### src/rtl/omc_pkg.sv
package omc_pkg;
  typedef enum logic [2:0] {
    XS_IDLE = 3'b001,
    XS_LO   = 3'b010,
    XS_HI   = 3'b100
  } xfer_state_e;
endpackage

### src/rtl/omc_mode_req.sv
module omc_mode_req (
  input  logic clk,
  input  logic rst_n,
  input  logic mode_in,
  input  logic start,
  output logic req
);
  logic mode_q;
  logic pend_q;
  logic rise;

  assign rise = mode_in & ~mode_q;
  assign req  = mode_in | pend_q;

  always_ff @(posedge clk or negedge rst_n) begin
    if (!rst_n) begin
      mode_q <= 1'b0;
      pend_q <= 1'b0;
    end else begin
      mode_q <= mode_in;
      if (start)     pend_q <= 1'b0;
      else if (rise) pend_q <= 1'b1;
    end
  end

  // a served request is consumed
  p_pend_consumed_r5: assert property (@(posedge clk) disable iff (!rst_n)
    start |=> !pend_q);
  // an edge that is not served stays pending
  p_pend_kept_r10: assert property (@(posedge clk) disable iff (!rst_n)
    (pend_q && !start) |=> pend_q);
endmodule

### src/rtl/omc_result_regs.sv
module omc_result_regs #(
  parameter int CNT_W  = 12,
  parameter int BYTE_W = 8
) (
  input  logic              clk,
  input  logic              rst_n,
  input  logic              conv_done,
  input  logic [CNT_W-1:0]  conv_count,
  input  logic              conv_pol,
  input  logic              conv_ovr,
  input  logic              load_hold,
  output logic [BYTE_W-1:0] dir_lo,
  output logic [BYTE_W-1:0] dir_hi,
  output logic [BYTE_W-1:0] hs_lo,
  output logic [BYTE_W-1:0] hs_hi
);
  localparam int HI_CNT = CNT_W - BYTE_W;
  localparam int REC_W  = CNT_W + 2;

  logic [REC_W-1:0] live_q;
  logic [REC_W-1:0] hold_q;
  logic [REC_W-1:0] incoming;

  assign incoming = {conv_ovr, conv_pol, conv_count};

  function automatic logic [BYTE_W-1:0] low_of(logic [REC_W-1:0] r);
    return r[BYTE_W-1:0];
  endfunction

  function automatic logic [BYTE_W-1:0] high_of(logic [REC_W-1:0] r);
    logic [BYTE_W-1:0] b;
    b = '0;
    b[HI_CNT-1:0] = r[CNT_W-1:BYTE_W];
    b[BYTE_W-2]   = r[CNT_W];
    b[BYTE_W-1]   = r[CNT_W+1];
    return b;
  endfunction

  always_ff @(posedge clk or negedge rst_n) begin
    if (!rst_n) begin
      live_q <= '0;
      hold_q <= '0;
    end else begin
      if (conv_done) live_q <= incoming;
      if (load_hold) hold_q <= incoming;
    end
  end

  assign dir_lo = low_of(live_q);
  assign dir_hi = high_of(live_q);
  assign hs_lo  = low_of(hold_q);
  assign hs_hi  = high_of(hold_q);

  // the held record changes only when a transfer starts
  p_hold_frozen_r8: assert property (@(posedge clk) disable iff (!rst_n)
    !load_hold |=> $stable(hold_q));
endmodule

### src/rtl/omc_hs_fsm.sv
module omc_hs_fsm
  import omc_pkg::*;
(
  input  logic clk,
  input  logic rst_n,
  input  logic start,
  input  logic send,
  output logic idle,
  output logic byte_valid,
  output logic sel_hi
);
  xfer_state_e st_q, st_d;

  always_comb begin
    st_d = st_q;
    unique case (st_q)
      XS_IDLE: if (start) st_d = XS_LO;
      XS_LO:   if (send)  st_d = XS_HI;
      XS_HI:   if (send)  st_d = XS_IDLE;
      default: st_d = XS_IDLE;
    endcase
  end

  always_ff @(posedge clk or negedge rst_n) begin
    if (!rst_n) st_q <= XS_IDLE;
    else        st_q <= st_d;
  end

  assign idle       = (st_q == XS_IDLE);
  assign byte_valid = !idle;
  assign sel_hi     = (st_q == XS_HI);

  // low byte goes first, then high byte, advancing only on send
  p_lo_to_hi_r7: assert property (@(posedge clk) disable iff (!rst_n)
    (byte_valid && !sel_hi && send) |=> (byte_valid && sel_hi));
  p_hold_on_stall_r7: assert property (@(posedge clk) disable iff (!rst_n)
    (byte_valid && !send) |=> (byte_valid && $stable(sel_hi)));
  // SEND does nothing while idle
  p_idle_send_r4: assert property (@(posedge clk) disable iff (!rst_n)
    (idle && !start) |=> idle);
endmodule

### src/rtl/omc_direct_mux.sv
module omc_direct_mux #(
  parameter int BYTE_W = 8
) (
  input  logic              chip_en,
  input  logic              ben_lo,
  input  logic              ben_hi,
  input  logic [BYTE_W-1:0] lo_byte,
  input  logic [BYTE_W-1:0] hi_byte,
  output logic              oe,
  output logic [BYTE_W-1:0] data
);
  always_comb begin
    oe   = chip_en & (ben_lo | ben_hi);
    data = '0;
    if (chip_en) begin
      if (ben_lo)      data = lo_byte;
      else if (ben_hi) data = hi_byte;
    end
  end
endmodule

### src/rtl/conv_out_ctrl.sv
module conv_out_ctrl #(
  parameter int CNT_W  = 12,
  parameter int BYTE_W = 8
) (
  input  logic              clk,
  input  logic              rst_n,
  input  logic              conv_done,
  input  logic [CNT_W-1:0]  conv_count,
  input  logic              conv_pol,
  input  logic              conv_ovr,
  input  logic              mode_in,
  input  logic              send,
  input  logic              chip_en,
  input  logic              ben_lo,
  input  logic              ben_hi,
  output logic [BYTE_W-1:0] bus_data,
  output logic              bus_oe,
  output logic              byte_valid
);
  logic              req, start, idle, sel_hi;
  logic              dir_oe;
  logic [BYTE_W-1:0] dir_lo, dir_hi, hs_lo, hs_hi, dir_data;

  assign start = conv_done & req & idle;

  omc_mode_req u_req (
    .clk(clk), .rst_n(rst_n), .mode_in(mode_in), .start(start), .req(req)
  );

  omc_result_regs #(.CNT_W(CNT_W), .BYTE_W(BYTE_W)) u_res (
    .clk(clk), .rst_n(rst_n), .conv_done(conv_done), .conv_count(conv_count),
    .conv_pol(conv_pol), .conv_ovr(conv_ovr), .load_hold(start),
    .dir_lo(dir_lo), .dir_hi(dir_hi), .hs_lo(hs_lo), .hs_hi(hs_hi)
  );

  omc_hs_fsm u_fsm (
    .clk(clk), .rst_n(rst_n), .start(start), .send(send),
    .idle(idle), .byte_valid(byte_valid), .sel_hi(sel_hi)
  );

  omc_direct_mux #(.BYTE_W(BYTE_W)) u_dir (
    .chip_en(chip_en), .ben_lo(ben_lo), .ben_hi(ben_hi),
    .lo_byte(dir_lo), .hi_byte(dir_hi), .oe(dir_oe), .data(dir_data)
  );

  always_comb begin
    if (idle) begin
      bus_oe   = dir_oe;
      bus_data = dir_data;
    end else begin
      bus_oe   = 1'b1;
      bus_data = sel_hi ? hs_hi : hs_lo;
    end
  end

  // a stalled byte stays put on the bus
  p_stall_stable_r7: assert property (@(posedge clk) disable iff (!rst_n)
    (byte_valid && !send) |=> (byte_valid && $stable(bus_data)));
  // a handshake byte is always driven
  p_valid_drives_r9: assert property (@(posedge clk) disable iff (!rst_n)
    byte_valid |-> bus_oe);
  // without chip enable the idle bus is released
  p_direct_quiet_r2: assert property (@(posedge clk) disable iff (!rst_n)
    (!byte_valid && !chip_en) |-> (!bus_oe && bus_data == '0));
  // a conversion ending mid-transfer does not restart it
  p_no_restart_r8: assert property (@(posedge clk) disable iff (!rst_n)
    (byte_valid && !send && conv_done) |=> $stable(bus_data));
endmodule

### config.mk
export PLATFORM = sky130hd
export DESIGN_NAME = conv_out_ctrl
export DESIGN_NICKNAME = d
export VERILOG_FILES = /design/src/rtl/omc_pkg.sv /design/src/rtl/omc_mode_req.sv /design/src/rtl/omc_result_regs.sv /design/src/rtl/omc_hs_fsm.sv /design/src/rtl/omc_direct_mux.sv /design/src/rtl/conv_out_ctrl.sv
export SDC_FILE = /design/constraint.sdc
export NUM_CORES = 1
export LEC_CHECK = 0
export ABC_AREA = 0
export BUFFER_PORTS_ARGS = -buffer_cell sky130_fd_sc_hd__buf_4
export CORE_AREA = 2 2 59 67
export CTS_CLUSTER_SIZE = 25
export DETAILED_ROUTE_END_ITERATION = 10
export DIE_AREA = 0 0 61 69
export GPL_ROUTABILITY_DRIVEN = 0
export PLACE_DENSITY = 0.73
export SYNTH_ARGS = -nofsm -noshare
export SYNTH_HDL_FRONTEND = slang
export SYNTH_SLANG_ARGS = --single-unit
### constraint.sdc
create_clock -name clk -period 4.2 [get_ports clk]
set_input_delay 0.42 -clock clk [delete_from_list [all_inputs] [get_ports clk]]
set_output_delay 0.42 -clock clk [all_outputs]
set_load 0.005 [all_outputs]
==> implementation parameters, run 1 <==
Parameter                              Value

Worst setup path
  Crit Path Max Fanout ... 8
  Worst path required time ... roughly 3.8 ns
  Data arrival time of the critical path ... ~1.9 ns
  Category of the most critical setup path ... reg2out
  Crit-path slowest cell ... sky130_fd_sc_hd__dfstp_2
  Buf/Inv on CP ... 1
  Worst Setup Start Kind ... register
  Cell count along the critical path ... 4
  Cell depth of the worst flop-to-flop path ... 3
  Endpoint class of the critical path ... output port
  Worst path cell trace ... nor3b_1, nand2_1, o211ai_1, buf_4
  Gate family responsible for the most delay along the worst path ... simple AND/OR/NAND/NOR gates
  Slowest cell delay on critical path ... 0.59 ns

Synth
  Share of Yosys cell area claimed by the top area cell type ... 0.518
  Top flip-flop cell by instance count after synthesis ... sky130_fd_sc_hd__dfrtp_1
  Library cell with the largest summed area after synthesis ... sky130_fd_sc_hd__dfrtp_1
  Syn Std Cell Area ... 0.00155 mm^2
  Synth Area in XOR/XNOR ... 0
  Synth Area in Simple Gates ... 0.0825
  Most common cell in the netlist ... sky130_fd_sc_hd__dfrtp_1
  Largest family of logic cells by synthesized area ... multiplexers
  Post-Synth Adder-Cell Area ... 0
  Ys Warns ... 0
  Post-synthesis compound-gate area fraction ... 0.132
  Portion of the post-synthesis area used by sequential elements ... 0.535
  Async SR Flop Fraction ... 1.00
  Count of flip-flops with a built-in enable after synthesis ... 0
  Cell count after synthesis ... between 100 and 150
  Syn_nets ... 141
  Count of cell types in the netlist ... 27
  Syn avg cell area ... roughly 13 um^2
  Top area cells in the synthesized netlist ... sky130_fd_sc_hd__dfrtp_1 (52%), sky130_fd_sc_hd__mux2_2 (15%), sky130_fd_sc_hd__mux2_4 (7.8%)
  Most numerous cell types in the synthesized netlist ... sky130_fd_sc_hd__dfrtp_1 (32), sky130_fd_sc_hd__mux2_2 (20), sky130_fd_sc_hd__nand2_1 (10)
  Multiplexer share of the synthesized area ... 0.223
  Seq cells post-synth ... 33

GRT
  Antenna violations before repair ... 0
  Via count of the first global-routing pass ... between 1000 and 1500
  First-pass GRT wire length ... between 5 and 6 mm
  Maximum number of pins on one net before global-route repair ... 34
  Total GRT Usage ... 0.178
  GR Overflow Total ... 0

Timing
  Setup skew after layout ... 0.00858 ns
  Worst Slack Setup Final ... ~1.9 ns
  Max-slew violation count ... 0
  RSZ-0062 raised after global routing ... no
  Number of setup violations in the final report ... 0
  Least-Margin Pin Slew ... about 0.94 ns
  Worst slew margin ... 0.373
  Final hold viol count ... 0
  Maximum clock rate ... 0.429 GHz
  Post-layout min period ... between 2 and 2.5 ns
  Hold slack ... around 0.063 ns
  Period Utilization, post-route ... 0.556
  Setup total negative slack ... 0 ns

Floorplan
  Count of pins on the block boundary ... 32
  Overall die area ... around 0.0042 mm^2
  Vert. Die Dim ... just under 70 um
  Area of the core region ... about 0.0035 mm^2
  Number of standard-cell rows in the floorplan ... 23
  Width of the die ... 61 um
  Effective utilization at floorplan ... 0.437

Hold path
  Worst min-delay path class ... in2async

Layout
  Net total in the final layout ... 174
  Number of cells in the finished layout apart from fillers ... 203
  Fraction of layout cells with a size suffix above 1 ... 0.458
  Post-layout util ... 0.540
  ANT cells ... 0
  Layout overhead on the synthesized area ... 23.6%

Place
  Sum of net half-perimeters after detailed placement ... around 2.3 mm
  Placement Setup Slack ... slightly above 2 ns
  Placed cells ... about 200
  Number of buffer cells added on primary ports ... 31

Pwr
  Lkg Pwr ... 0.834 nW
  Power density over the cells ... 628 mW/mm^2
  Worst vdd ir ... around 0.21 mV

Clock network
  Buffers inserted by post-CTS timing repair ... 0
  Insertion delay of the later-clocked pin in the worst-skew pair ... 0.29 ns
  Quantity of gates resized following cts ... 0
  Clock slew seen by the registers of the worst setup and hold paths ... about 0.07 ns
  Clock sinks ... 33
  Total clock buffers created by CTS ... 5
  Deepest clock path buffer count ... 2
  H-tree depth ... 2
  Root buffer cell ... sky130_fd_sc_hd__clkbuf_8
  Number of buffers added to fix hold violations after cts ... 0
  TritonCTS clock tree ... built

Route
  Count of unresolved DRC violations after routing ... 0
  Post-DRT Antenna Nets ... 0
  Via-per-instance ratio ... between 5 and 6
  Total number of vias ... roughly 1100
  Detailed-route wire length per cell ... between 15 and 20 um
  Number of detailed-routing iterations run before antenna repair ... 4
  First DRT Iteration DRCs ... 44
  Aggregate routed wire length ... around 3.3 mm

Status
  Outcome ... finished, final reports clean

Flow run
  Max capacitance violation total ... 0
==> cells in the final DEF, fill, tap and decap left out <==
cell type / netlist / layout
sky130_fd_sc_hd__nor2b_1: 3 / 3
sky130_fd_sc_hd__nand2b_1: 1 / 1
sky130_fd_sc_hd__nor3b_1: 1 / 1
sky130_fd_sc_hd__nand2_1: 10 / 10
sky130_fd_sc_hd__o21bai_1: 1 / 1
sky130_fd_sc_hd__a21oi_1: 4 / 4
sky130_fd_sc_hd__nor3b_4: 1 / 1
sky130_fd_sc_hd__dfrtp_1: 32 / 32
sky130_fd_sc_hd__and3b_1: 1 / 1
sky130_fd_sc_hd__mux2_2: 20 / 20
sky130_fd_sc_hd__and2_1: 1 / 1
sky130_fd_sc_hd__o21ai_1: 1 / 1
sky130_fd_sc_hd__dfstp_2: 1 / 1
sky130_fd_sc_hd__clkinv_2: 0 / 1
sky130_fd_sc_hd__o211ai_1: 6 / 6
sky130_fd_sc_hd__o32ai_1: 1 / 1
sky130_fd_sc_hd__clkbuf_8: 0 / 7
sky130_fd_sc_hd__a22oi_1: 5 / 5
sky130_fd_sc_hd__nor2_1: 2 / 2
sky130_fd_sc_hd__nand3b_1: 1 / 1
sky130_fd_sc_hd__o21ai_0: 2 / 2
sky130_fd_sc_hd__o2bb2ai_1: 2 / 2
sky130_fd_sc_hd__a32oi_1: 6 / 6
sky130_fd_sc_hd__buf_4: 0 / 31
sky130_fd_sc_hd__or3b_2: 1 / 1
sky130_fd_sc_hd__mux2_4: 8 / 8
sky130_fd_sc_hd__inv_1: 3 / 3
==> where the power goes <==
| group | switching [mW] | internal (mW) | total [mW] |
|---|---|---|---|
| Sequential | 0.0746 | 0.420 | 0.494 |
| Combinational | 0.186 | 0.259 | 0.444 |
| Clock | 0.114 | 0.148 | 0.262 |
==> logic make-up after synthesis <==
group | count (synthesis)
muxes | 28
DFF | 33
AOI/OAI and AO/OA | 28
and+or+nand+nor | 22
buffers and inverters | 8
==> final cells by class <==
cell class / count / area (um^2)
tap: 50 / 62.6
fill: 303 / 1630
inverter: 3 / 11.3
multi-input combinational: 78 / 677
timing repair buffer: 31 / 233
sequential: 33 / 827
clock inverter: 1 / 5.00
clock buffer: 7 / 96.3
==> registers in the layout, indices dropped and copies added (netlist names) <==
register / count
u_res.hold_q: 14
u_res.live_q: 14
u_fsm.st_q: 3
u_req.mode_q: 1
u_req.pend_q: 1
==> through the flow <==
| step | cell area, um^2 | total power [mW] |
|---|---|---|
| 2_1_floorplan | 1550 | 0.770 |
| 3_3_place_gp | 1810 | 0.928 |
| 3_5_place_dp | 1810 | 0.946 |
| 4_1_cts | 1910 | 1.21 |
| 5_1_grt | 1910 | 1.28 |
| 6_report | 1910 | 1.20 |
==> per-layer routing <==
layer | share of wire | GRT usage | vias up
li1 | - | - | 508
met1 | 0.43 | 0.206 | 552
met2 | 0.51 | 0.284 | 16
met3 | 0.035 | 0.0544 | 6
met4 | 0.026 | 0.0942 | 0
met5 | 0 | 0 | -
==> final timing paths <==
check / slack [ns] / startpoint / to
min in group clk: 0.25 / mode_in / u_req.mode_q
worst min-delay path: 0.06 / rst_n / u_res.hold_q[8]
worst max register to register: 2.06 / u_fsm.st_q[0] / u_res.hold_q[5]
worst min register to register: 0.51 / u_req.pend_q / u_req.pend_q
worst max-delay path: 1.87 / u_fsm.st_q[0] / bus_data[0]
max in group asynchronous: 3.82 / rst_n / u_fsm.st_q[0]
Power figures use the tool's default switching activity.
==> run 2: changes to the inputs <==
==> constraint.sdc (replaced) <==
create_clock -name clk -period 2.3 [get_ports clk]
set_input_delay 0.23 -clock clk [delete_from_list [all_inputs] [get_ports clk]]
set_output_delay 0.23 -clock clk [all_outputs]
set_load 0.005 [all_outputs]
==> run 2 against run 1 <==
Against the previous run: utilization grew 1.4 points; non-clock buffer count is 2 higher; largest power group unchanged; sequential cell count is the same; clock power is 140% higher; highest routed layer unchanged; setup slack lost 1.7 ns; largest cell class unchanged.
==> implementation parameters, run 2 (same netlist as run 1, synthesis figures left out) <==
Parameter                              Value

Status
  Outcome ... finished, final reports clean (unchanged)

GRT
  Maximum number of pins on one net before global-route repair ... 34 (unchanged)
  First-pass GRT wire length ... 5.62 mm (was 5.42 mm)
  Via count of the first global-routing pass ... 1206 (was 1183)
  Antenna violations before repair ... 0 (unchanged)
  GR Overflow Total ... 0 (unchanged)
  Total GRT Usage ... 0.180 (was 0.178)

Worst setup path
  Slowest cell delay on critical path ... 0.59 ns (about the same)
  Crit-path slowest cell ... sky130_fd_sc_hd__dfstp_2 (unchanged)
  Worst Setup Start Kind ... register (unchanged)
  Buf/Inv on CP ... 1 (unchanged)
  Data arrival time of the critical path ... 1.91 ns (about the same)
  Critical Path Source ... u_fsm.st_q[0] (unchanged)
  Cell depth of the worst flop-to-flop path ... 4 (was 3)
  FF-to-FF Start ... u_fsm.st_q[0] (unchanged)
  Reg2reg end ... u_res.hold_q[0] (was u_res.hold_q[5])
  R2R setup slack ... 0.50 ns (was 2.06 ns)
  Gate family responsible for the most delay along the worst path ... simple AND/OR/NAND/NOR gates (unchanged)
  Worst path required time ... 2.07 ns (was 3.78 ns)
  Worst path cell trace ... nor3b_1, nand2_1, o211ai_1, buf_4 (unchanged)
  Endpoint class of the critical path ... output port (unchanged)
  Crit Path Max Fanout ... 8 (unchanged)
  Category of the most critical setup path ... reg2out (unchanged)

Floorplan
  Number of standard-cell rows in the floorplan ... 23 (unchanged)
  Count of pins on the block boundary ... 32 (unchanged)
  Overall die area ... 0.00421 mm^2 (unchanged)
  Vert. Die Dim ... 69 um (unchanged)
  Effective utilization at floorplan ... 0.437 (unchanged)
  Width of the die ... 61 um (unchanged)
  Area of the core region ... 0.00354 mm^2 (unchanged)

Route
  Post-DRT Antenna Nets ... 0 (unchanged)
  Via-per-instance ratio ... 5.39 (was 5.33)
  Count of unresolved DRC violations after routing ... 0 (unchanged)
  Number of detailed-routing iterations run before antenna repair ... 4 (unchanged)
  First DRT Iteration DRCs ... 43 (was 44)
  Detailed-route wire length per cell ... 16.3 um (was 16.1 um)
  Total number of vias ... 1104 (was 1082)
  Aggregate routed wire length ... 3.33 mm (was 3.27 mm)

Clock network
  Root buffer cell ... sky130_fd_sc_hd__clkbuf_8 (unchanged)
  Buffers inserted by post-CTS timing repair ... 0 (unchanged)
  Number of buffers added to fix hold violations after cts ... 1 (was 0)
  Insertion delay of the later-clocked pin in the worst-skew pair ... 0.28 ns (was 0.29 ns)
  Clock slew seen by the registers of the worst setup and hold paths ... 0.07 ns (about the same)
  Clock sinks ... 33 (unchanged)
  H-tree depth ... 2 (unchanged)
  Deepest clock path buffer count ... 2 (unchanged)
  TritonCTS clock tree ... built (unchanged)
  Total clock buffers created by CTS ... 5 (unchanged)
  Quantity of gates resized following cts ... 0 (unchanged)

Timing
  Setup skew after layout ... 0.00167 ns (was 0.00858 ns)
  Max-slew violation count ... 0 (unchanged)
  Period Utilization, post-route ... 0.929
  RSZ-0062 raised after global routing ... no (unchanged)
  Final hold viol count ... 0 (unchanged)
  Post-layout min period ... between 2 and 2.5 ns
  Least-Margin Pin Slew ... 0.577 ns (was 0.940 ns)
  Maximum clock rate ... roughly 0.47 GHz
  Setup total negative slack ... 0 ns (unchanged)
  Number of setup violations in the final report ... 0 (unchanged)
  Hold slack ... 0.0687 ns (was 0.0628 ns)
  Worst slew margin ... 0.614 (was 0.373)

Pwr
  Worst vdd ir ... 0.508 mV (was 0.213 mV)
  Power density over the cells ... 1210 mW/mm^2 (was 628 mW/mm^2)
  Lkg Pwr ... 0.858 nW (was 0.834 nW)

Place
  Number of buffer cells added on primary ports ... 31 (unchanged)
  Sum of net half-perimeters after detailed placement ... 2.27 mm (about the same)

Layout
  Filler Cells Inserted ... 292 (was 303)
  Total area of multi-input combinational cells ... 677 um^2 (unchanged)
  Largest registers ranked by flip-flop count ... u_res.hold_q: 14 flops, u_res.live_q: 14 flops, u_fsm.st_q: 3 flops (unchanged)
  Fraction of layout cells with a size suffix above 1 ... 0.458 (about the same)
  ANT cells ... 0 (unchanged)
  Layout overhead on the synthesized area ... 26.9% (was 23.6%)
  Combined flip-flop and latch cell area ... 827 um^2 (unchanged)
  Net total in the final layout ... 176 (was 174)
  Leading cell types in the layout, fill and taps excluded ... sky130_fd_sc_hd__buf_4 (32), sky130_fd_sc_hd__dfrtp_1 (32), sky130_fd_sc_hd__mux2_2 (20) (was sky130_fd_sc_hd__dfrtp_1 (32), sky130_fd_sc_hd__buf_4 (31), sky130_fd_sc_hd__mux2_2 (20))

Hold path
  Hold wc startpoint ... mode_in
  Min-Delay Endpoint ... u_req.mode_q
  WHS Path Cells ... 1
  Worst min-delay path class ... in2reg (was in2async)

Flow run
  Max capacitance violation total ... 0 (unchanged)
## run 2: stage by stage
step | instances | setup slack, ns | util | instance area [um^2] | power [mW]
6_report | 205 | 0.164 | 0.554 | 1960 | 2.37
3_5_place_dp | 196 | 0.489 | 0.514 | 1820 | 1.73
5_1_grt | 205 | 0.0593 | 0.554 | 1960 | 2.51
2_1_floorplan | 119 | 0.633 | - | 1550 | 1.41
4_1_cts | 205 | 0.167 | 0.554 | 1960 | 2.39
3_3_place_gp | 196 | 0.506 | 0.514 | 1820 | 1.70
## run 2: layer usage
layer | global-route usage | share of wire | up-vias
met5 | 0 | 0 | -
met4 | 0.0459 | 0.013 | 0
met3 | 0.0525 | 0.036 | 5
met2 | 0.308 | 0.54 | 18
met1 | 0.216 | 0.41 | 568
li1 | - | - | 513
## run 2: how the worst max path moves through the flow
stage	to	slack (ns)	cells past startpoint
after floorplan	u_res.hold_q[10]	0.63	4
after global placement	bus_data[0]	0.51	4
after detailed placement	bus_data[7]	0.49	4
after CTS	bus_data[0]	0.17	4
after global routing	bus_data[7]	0.06	4
final	bus_data[0]	0.16	4
## run 2: final cells by class
class,instances,share of cell area
inverter,3,0.00574
clock buffer,5,0.0351
timing repair buffer,33,0.128
sequential,33,0.422
multi-input combinational,78,0.345
tap,50,0.0319
clock inverter,3,0.0332
## run 2: power breakdown
group	internal, mW	switching, mW	total, mW
logic	0.478	0.348	0.826
registers	0.767	0.134	0.901
clock network	0.430	0.210	0.640
